==> src/rtl/pc_pkg.sv <==
package pc_pkg;
    typedef enum logic [1:0] {
        EDGE_OFF  = 2'b00,
        EDGE_RISE = 2'b01,
        EDGE_FALL = 2'b10,
        EDGE_BOTH = 2'b11
    } edge_mode_e;

    typedef enum logic {
        MASK_OPEN = 1'b0,
        MASK_HOLD = 1'b1
    } mask_state_e;
endpackage

==> src/rtl/pc_edge_detect.sv <==
module pc_edge_detect #(
    parameter int SYNC_STAGES = 2
) (
    input  logic       clk,
    input  logic       rst_n,
    input  logic       din,
    input  logic [1:0] sel,
    output logic       edge_hit
);
    import pc_pkg::*;

    logic [SYNC_STAGES-1:0] chain;
    logic                   prev;
    logic                   cur;
    logic                   rise;
    logic                   fall;

    generate
        for (genvar i = 0; i < SYNC_STAGES; i++) begin : g_sync
            always_ff @(posedge clk) begin
                if (!rst_n) begin
                    chain[i] <= 1'b0;
                end else if (i == 0) begin
                    chain[i] <= din;
                end else begin
                    chain[i] <= chain[(i == 0) ? 0 : i-1];
                end
            end
        end
    endgenerate

    assign cur = chain[SYNC_STAGES-1];

    always_ff @(posedge clk) begin
        if (!rst_n) prev <= 1'b0;
        else        prev <= cur;
    end

    assign rise = cur & ~prev;
    assign fall = ~cur & prev;

    always_comb begin
        unique case (edge_mode_e'(sel))
            EDGE_OFF:  edge_hit = 1'b0;
            EDGE_RISE: edge_hit = rise;
            EDGE_FALL: edge_hit = fall;
            EDGE_BOTH: edge_hit = rise | fall;
        endcase
    end
endmodule

==> src/rtl/pc_noise_mask.sv <==
module pc_noise_mask #(
    parameter int MASK_W = 8
) (
    input  logic              clk,
    input  logic              rst_n,
    input  logic              noise_en,
    input  logic [MASK_W-1:0] noise_cmp,
    input  logic              accept,
    output logic              masking
);
    import pc_pkg::*;

    mask_state_e       state, state_nx;
    logic [MASK_W-1:0] mask_cnt;
    logic              expire;

    assign expire = (mask_cnt == noise_cmp);

    always_ff @(posedge clk) begin
        if (!rst_n) state <= MASK_OPEN;
        else        state <= state_nx;
    end

    always_comb begin
        state_nx = state;
        unique case (state)
            MASK_OPEN: if (accept && noise_en) state_nx = MASK_HOLD;
            MASK_HOLD: if (expire)             state_nx = MASK_OPEN;
        endcase
    end

    always_ff @(posedge clk) begin
        if (!rst_n) begin
            mask_cnt <= '0;
        end else if (state == MASK_HOLD) begin
            mask_cnt <= expire ? '0 : mask_cnt + 1'b1;
        end
    end

    always_comb begin
        masking = (state == MASK_HOLD);
    end
endmodule

==> src/rtl/pc_event_counter.sv <==
module pc_event_counter #(
    parameter int EVT_W = 8
) (
    input  logic             clk,
    input  logic             rst_n,
    input  logic             accept,
    input  logic [EVT_W-1:0] event_cmp,
    input  logic             trig_en,
    output logic             event_match,
    output logic             cap_req_out
);
    logic [EVT_W-1:0] evt_cnt;
    logic [EVT_W-1:0] evt_nx;

    assign evt_nx = evt_cnt + 1'b1;

    always_ff @(posedge clk) begin
        if (!rst_n) begin
            evt_cnt     <= '0;
            event_match <= 1'b0;
            cap_req_out <= 1'b0;
        end else begin
            if (accept) evt_cnt <= evt_nx;
            event_match <= accept && (evt_nx == event_cmp);
            cap_req_out <= accept && (evt_nx == event_cmp) && trig_en;
        end
    end
endmodule

==> src/rtl/period_capture.sv <==
module period_capture #(
    parameter int CNT_W       = 32,
    parameter int EVT_W       = 8,
    parameter int MASK_W      = 8,
    parameter int SYNC_STAGES = 2
) (
    input  logic              clk,
    input  logic              rst_n,
    input  logic              pulse_in,
    input  logic [1:0]        edge_sel,
    input  logic              noise_en,
    input  logic [MASK_W-1:0] noise_cmp,
    input  logic [EVT_W-1:0]  event_cmp,
    input  logic [CNT_W-1:0]  period_cmp,
    input  logic              trig_en,
    output logic [CNT_W-1:0]  cap_value,
    output logic              cap_valid,
    output logic              period_match,
    output logic              event_match,
    output logic              cap_req_out
);
    localparam logic [CNT_W-1:0] RELOAD = CNT_W'(1);

    logic             edge_hit;
    logic             masking;
    logic             accept;
    logic [CNT_W-1:0] period_cnt;

    pc_edge_detect #(.SYNC_STAGES(SYNC_STAGES)) u_edge (
        .clk      (clk),
        .rst_n    (rst_n),
        .din      (pulse_in),
        .sel      (edge_sel),
        .edge_hit (edge_hit)
    );

    assign accept = edge_hit & ~masking;

    pc_noise_mask #(.MASK_W(MASK_W)) u_mask (
        .clk       (clk),
        .rst_n     (rst_n),
        .noise_en  (noise_en),
        .noise_cmp (noise_cmp),
        .accept    (accept),
        .masking   (masking)
    );

    pc_event_counter #(.EVT_W(EVT_W)) u_evt (
        .clk         (clk),
        .rst_n       (rst_n),
        .accept      (accept),
        .event_cmp   (event_cmp),
        .trig_en     (trig_en),
        .event_match (event_match),
        .cap_req_out (cap_req_out)
    );

    always_ff @(posedge clk) begin
        if (!rst_n) begin
            period_cnt <= '0;
            cap_value  <= '0;
            cap_valid  <= 1'b0;
        end else begin
            cap_valid <= accept;
            if (accept) begin
                cap_value  <= period_cnt;
                period_cnt <= RELOAD;
            end else begin
                period_cnt <= period_cnt + 1'b1;
            end
        end
    end

    assign period_match = (period_cnt == period_cmp);
endmodule

==> config.mk <==
export PLATFORM = sky130hd
export DESIGN_NAME = period_capture
export DESIGN_NICKNAME = d
export VERILOG_FILES = /design/src/rtl/pc_pkg.sv /design/src/rtl/pc_edge_detect.sv /design/src/rtl/pc_noise_mask.sv /design/src/rtl/pc_event_counter.sv /design/src/rtl/period_capture.sv
export SDC_FILE = /design/constraint.sdc
export NUM_CORES = 1
export LEC_CHECK = 0
export ABC_AREA = 0
export BUFFER_PORTS_ARGS = -buffer_cell sky130_fd_sc_hd__buf_2
export CORE_MARGIN = 8
export CORE_UTILIZATION = 54
export DETAILED_ROUTE_END_ITERATION = 7
export GPL_TIMING_DRIVEN = 1
export MAX_ROUTING_LAYER = met4
export PLACE_DENSITY = 0.79
export SYNTH_ARGS = -nofsm -noshare
export SYNTH_HDL_FRONTEND = slang
export SYNTH_SLANG_ARGS = --single-unit
==> constraint.sdc <==
create_clock -name clk -period 2.3 [get_ports clk]
set_input_delay 0 -clock clk [delete_from_list [all_inputs] [get_ports clk]]
set_output_delay 0 -clock clk [all_outputs]
set_load 0.03 [all_outputs]
# Word level (Yosys, flattened, before mapping)
# Cells that the tools add are included.
# word_totals
regBits	87
out_inout_bits	36
wordCells	40
# classes
n_addsub	3
n_eq_ne	6
n_mux	6
bitwise_logic	8
reduce_logical	5
# op_table
op	n
$add 32x1->32 const B	1
$eq 32x32->1	1
$add 8x1->8 const B	2
$eq 8x8->1	2
$mux 8	1
$eq 2x2->1 const B	2
$not 1->1	4
$pmux 1 s4	1
$and 1x1->1	3
$logic_and 1x1->1	3
$mux 1	3
$eq 2x1->1 const B	1
$logic_not 2->1	1
$pmux 1 s2	1
$reduce_or 2->1	1
$or 1x1->1	1

# Depth between registers and ports, before layout
# logic_depth
word_depth	8
mapped_depth	9
depth_no_buf	7

# Modules after synthesis
# From an unflattened synthesis, not the netlist that was laid out.
# unflattened
hier_cells	506
hier_area_um2	4315.4
# modules_own_cells
module	n_inst	cells_per_inst	area_per_inst_um2
period_capture	1	366	3070.4
pc_event_counter	1	71	635.6
pc_noise_mask	1	54	471.7
pc_edge_detect	1	15	137.6

# Worst setup path after synthesis
# OpenSTA, ideal clock, no wires.
# synth_timing
path_kind	flip-flop to flip-flop
from	register u_edge.chain[1], in the netlist u_edge.cur
to	register period_cnt[1]
setup_ns	0.115
arrival_time_ns	1.753
setup_slack_ns	0.432
stages_incl_launch_ff	9
path_buffers	3
synth_period_minus_slack_ns	1.868
cell_sequence	dfxtp_1 inv_1 ha_1 nand2b_1 a311o_1 buf_2 buf_2 buf_2 and3_1
# synth_via
elab_chain_len	6
# synth_rtl
element	line	text
start: declaration	pc_edge_detect.sv:12	logic [SYNC_STAGES-1:0] chain;
start signal: indexed assignment	pc_edge_detect.sv:24	chain[i] <= din;
start signal: indexed assignment	pc_edge_detect.sv:26	chain[i] <= chain[(i == 0) ? 0 : i-1];
$not 1->1	pc_edge_detect.sv:40	assign fall = ~cur & prev;
$and 1x1->1	pc_edge_detect.sv:40	
$or 1x1->1	pc_edge_detect.sv:47	EDGE_BOTH: edge_hit = rise | fall;
$pmux 1 s4 (*)	pc_edge_detect.sv:43	unique case (edge_mode_e'(sel))
$and 1x1->1 (*)	period_capture.sv:37	assign accept = edge_hit & ~masking;
$reduce_or 2->1 (no line) (*)	-	
end signal: assignment	period_capture.sv:69	period_cnt <= period_cnt + 1'b1;
end: declaration	period_capture.sv:27	logic [CNT_W-1:0] period_cnt;
# Every way passes the cells marked *; elsewhere a longest branch is shown, timed or not.
# A chain may end at the register's enable or synchronous reset.

# Worst setup path after layout
# layout_timing
from	register u_edge.prev
to	register cap_value[30]
# layout_via
elab_chain_len	5
# layout_rtl
element	line	text
start: declaration	pc_edge_detect.sv:13	logic prev;
start signal: assignment	pc_edge_detect.sv:36	else prev <= cur;
$not 1->1	pc_edge_detect.sv:39	assign rise = cur & ~prev;
$and 1x1->1	pc_edge_detect.sv:39	
$or 1x1->1	pc_edge_detect.sv:47	
$pmux 1 s4 (*)	pc_edge_detect.sv:43	
$and 1x1->1 (*)	period_capture.sv:37	
end signal: assignment	period_capture.sv:66	cap_value <= period_cnt;
end: declaration	period_capture.sv:16	output logic [CNT_W-1:0] cap_value,
# Marked as above.

==> qor.txt <==
Status - finished, final reports clean
Worst-Margin Slew - 0.4686 ns
Ant. Diodes - 0
Starting Density - 55.10%
Count of final hold-check violations - 0
Slew Limit Fails - 0
Fillers - 627
# setup viols final - 0
Asr flop ratio synth - 0%
Flip-flop and latch area - 0.001742 mm2
Site Rows - 32
Later-pin clock latency in the skew report - 0.36 ns
CP endpoint kind - flip-flop
Die H - 104.1 um
Clock Sinks - 87
Peak VDD IR - 296.0 uV
Vias in the first global route - 3,660
#FFs+latches synth - 87
CP Launch Type - flip-flop
GRT Util Overall - 19.40%
Critical path class - reg2reg
DR vias - 3,617
Cts-stage hold buffer count - 3
Die Footprint - 0.01084 mm2
Worst slack at placement - 0.3468 ns
Postcts setup bufs - 0
Max-Cap Viols - 0
Period utilisation layout - 87.92%
Num CTS Buffers - 9
Final WS setup - 0.2778 ns
Reg clk slew, reported paths - 0.08 ns
Buffers added on ports - 90
Core area - 0.007607 mm2
PnR Total Power - 3.130 mW
Worst R2R End - cap_value[30]
Commonest non-fill, non-tap cells in the layout - buf_2 (90), dfxtp_1 (87), nand2_1 (86)
Residual DRC - 0
Clock buffer depth - 2
YS warnings - 0
Die Width - 104.1 um
Total grt overflow - 0
Largest net degree at the start of global routing - 31
Reg2reg setup slack - 0.28 ns
GPL Wtd Cong - 0.8527
Clock root buffer master - clkbuf_8
Top_reg_cell synth - dfxtp_1
Hold_sp - event_cmp[1]
Worst r2r src - u_edge.prev
Hold Path Stages - 4
CTS tree - done
Relative slew slack - 68.67%
Post-synth EDFFs - 0
Minimum clock period - 2.022 ns
Crit Path Max Fanout - 20
First-pass GRT wire length - 16.98 mm
Proportion of layout cells with a drive suffix above 1 - 20.03%
Crit-path max cell delay - 0.44 ns
Leak pwr - 2.047 nW
Clock Skews - 0.01460 ns
FF-to-FF path depth - 7
WHS Endpoint - u_evt.cap_req_out
Register area share after synthesis - 41.55%
Vias per inst - 5.311
Pwr dens - 623.0 mW/mm2
Synthesized instance count - 488
Required @ worst endpoint - 2.56 ns
Achievable clock frequency - 0.4945 GHz
WP data arrival - 2.28 ns
Setup Total Neg Slack - 0 ns
Syn_nets - 548
ANT nets after route - 0
Cell area after synthesis - 0.004192 mm2
Final wirelength - 10.19 mm
Syn avg cell area - 8.589 um2
Hold Path Class - in2reg
Drt pass-1 iters - 4
Post-DP HPWL - 7.667 mm
Final nets - 636
RSZ-0062 raised after global routing - false
Resized Gates After CTS - 0
CP Cell Sequence - inv_1 > ha_1 > a21oi_1 > a311o_1 > buf_4 > nand2_1 > a21boi_0
Initial antenna violation count - 0
Distinct cells, synth - 40
CP max-delay cell - a311o_1
CTS H-tree depth - 3
Avg WL per Cell - 14.96 um
1st-iter DRT viols - 141
P&R area growth vs syn - 19.88%
I/O pin count - 91
Multi-input gate area - 0.002313 mm2
Leading cell type in the layout, fill and taps excluded - buf_2
==> state kept, by name (all words and copies together), names as in the netlist, 8 cells and up <==
signal	flops
cap_value	32
period_cnt	32
u_evt.evt_cnt	8
u_mask.mask_cnt	8
==> per-layer routing <==
metal / track usage, % / vias up / wire length (um)
met4: 8.273 / 0 / 205
met2: 30.80 / 100 / 4843
li1: - / 1805 / -
met5: - / - / 0
met3: 3.965 / 17 / 410
met1: 23.42 / 1695 / 4732
==> how the worst max path moves through the flow <==
stage | from | to | slack [ns] | depth (start not counted)
after detailed placement | u_edge.cur | cap_value[30] | 0.35 | 8
after floorplan | u_edge.cur | period_cnt[1] | 0.43 | 8
after CTS | u_edge.cur | cap_value[30] | 0.25 | 8
after global placement | u_edge.cur | cap_value[15] | 0.40 | 8
final | u_edge.prev | cap_value[30] | 0.28 | 7
after global routing | u_edge.prev | cap_value[30] | 0.1 | 7
==> power breakdown <==
group          total [mW]  switching (mW)  internal [mW]
logic               0.246           0.135          0.111
registers            1.54          0.0201           1.52
clock network        1.34           0.525          0.820
total                3.13           0.680           2.45
==> logic make-up (layout without fill, tap and decap cells) <==
family                   after synthesis  count (layout)  synth area share [%]
AO/OA/AOI/OAI                         66              66                 11.37
XOR/XNOR                              83              83                 17.34
adder cells (fa/ha/maj)                6               6                 1.731
buffers and inverters                 34             125                 3.253
flip-flops                            87              87                 41.55
AND/OR/NAND/NOR                      212             212                 24.75
==> area by class of cell <==
class | count | share of cell area [%]
multi-input cells | 367 | 46.04
flip-flops and latches | 87 | 34.66
repair buffers | 102 | 11.16
clock buffers | 10 | 2.540
well taps | 102 | 2.540
clock inverters | 4 | 2.390
inverters | 9 | 0.6723
==> cell usage after synthesis (3+ instances only) <==
cell type  count  area (um2)
nand2_1       86       322.8
and3_1         7       43.79
a21oi_1        7       35.03
nand4_1       11       68.82
o21ai_0        9       45.04
nor2b_1        3       18.77
and4_1         7       61.31
or3_1          9       56.30
xor2_1        57       499.2
ha_1           5       62.56
xnor2_1       26       227.7
nand3_1       13       65.06
nor4_1        10       62.56
nor3_1        11       55.05
nor2_1        35       131.4
buf_2          7       35.03
dfxtp_1       87        1742
a21boi_0      35       262.8
a21boi_1       4       30.03
inv_1          9       33.78
and2_1        11       68.82
clkbuf_1      18       67.56
==> worst max-delay path, delay by kind of cell, from the launching register on <==
family                     cells  cell delay, ns
and+or+nand+nor                1            0.09
DFF                            1            0.35
AOI/OAI and AO/OA              3            0.95
adders and majority gates      1            0.17
buffers and inverters          2            0.38
==> stage by stage <==
stage	hold slack [ns]	instance area (um2)	cells	util, %
2_1_floorplan	0.1273	4192	488	-
3_3_place_gp	0.2116	4747	664	62.40
3_5_place_dp	0.2197	4747	664	62.40
4_1_cts	0.01216	5025	681	66.05
5_1_grt	0.04557	5025	681	66.05
6_report	0.02106	5025	681	66.05
No activity file was read; power rests on OpenSTA's default activity.
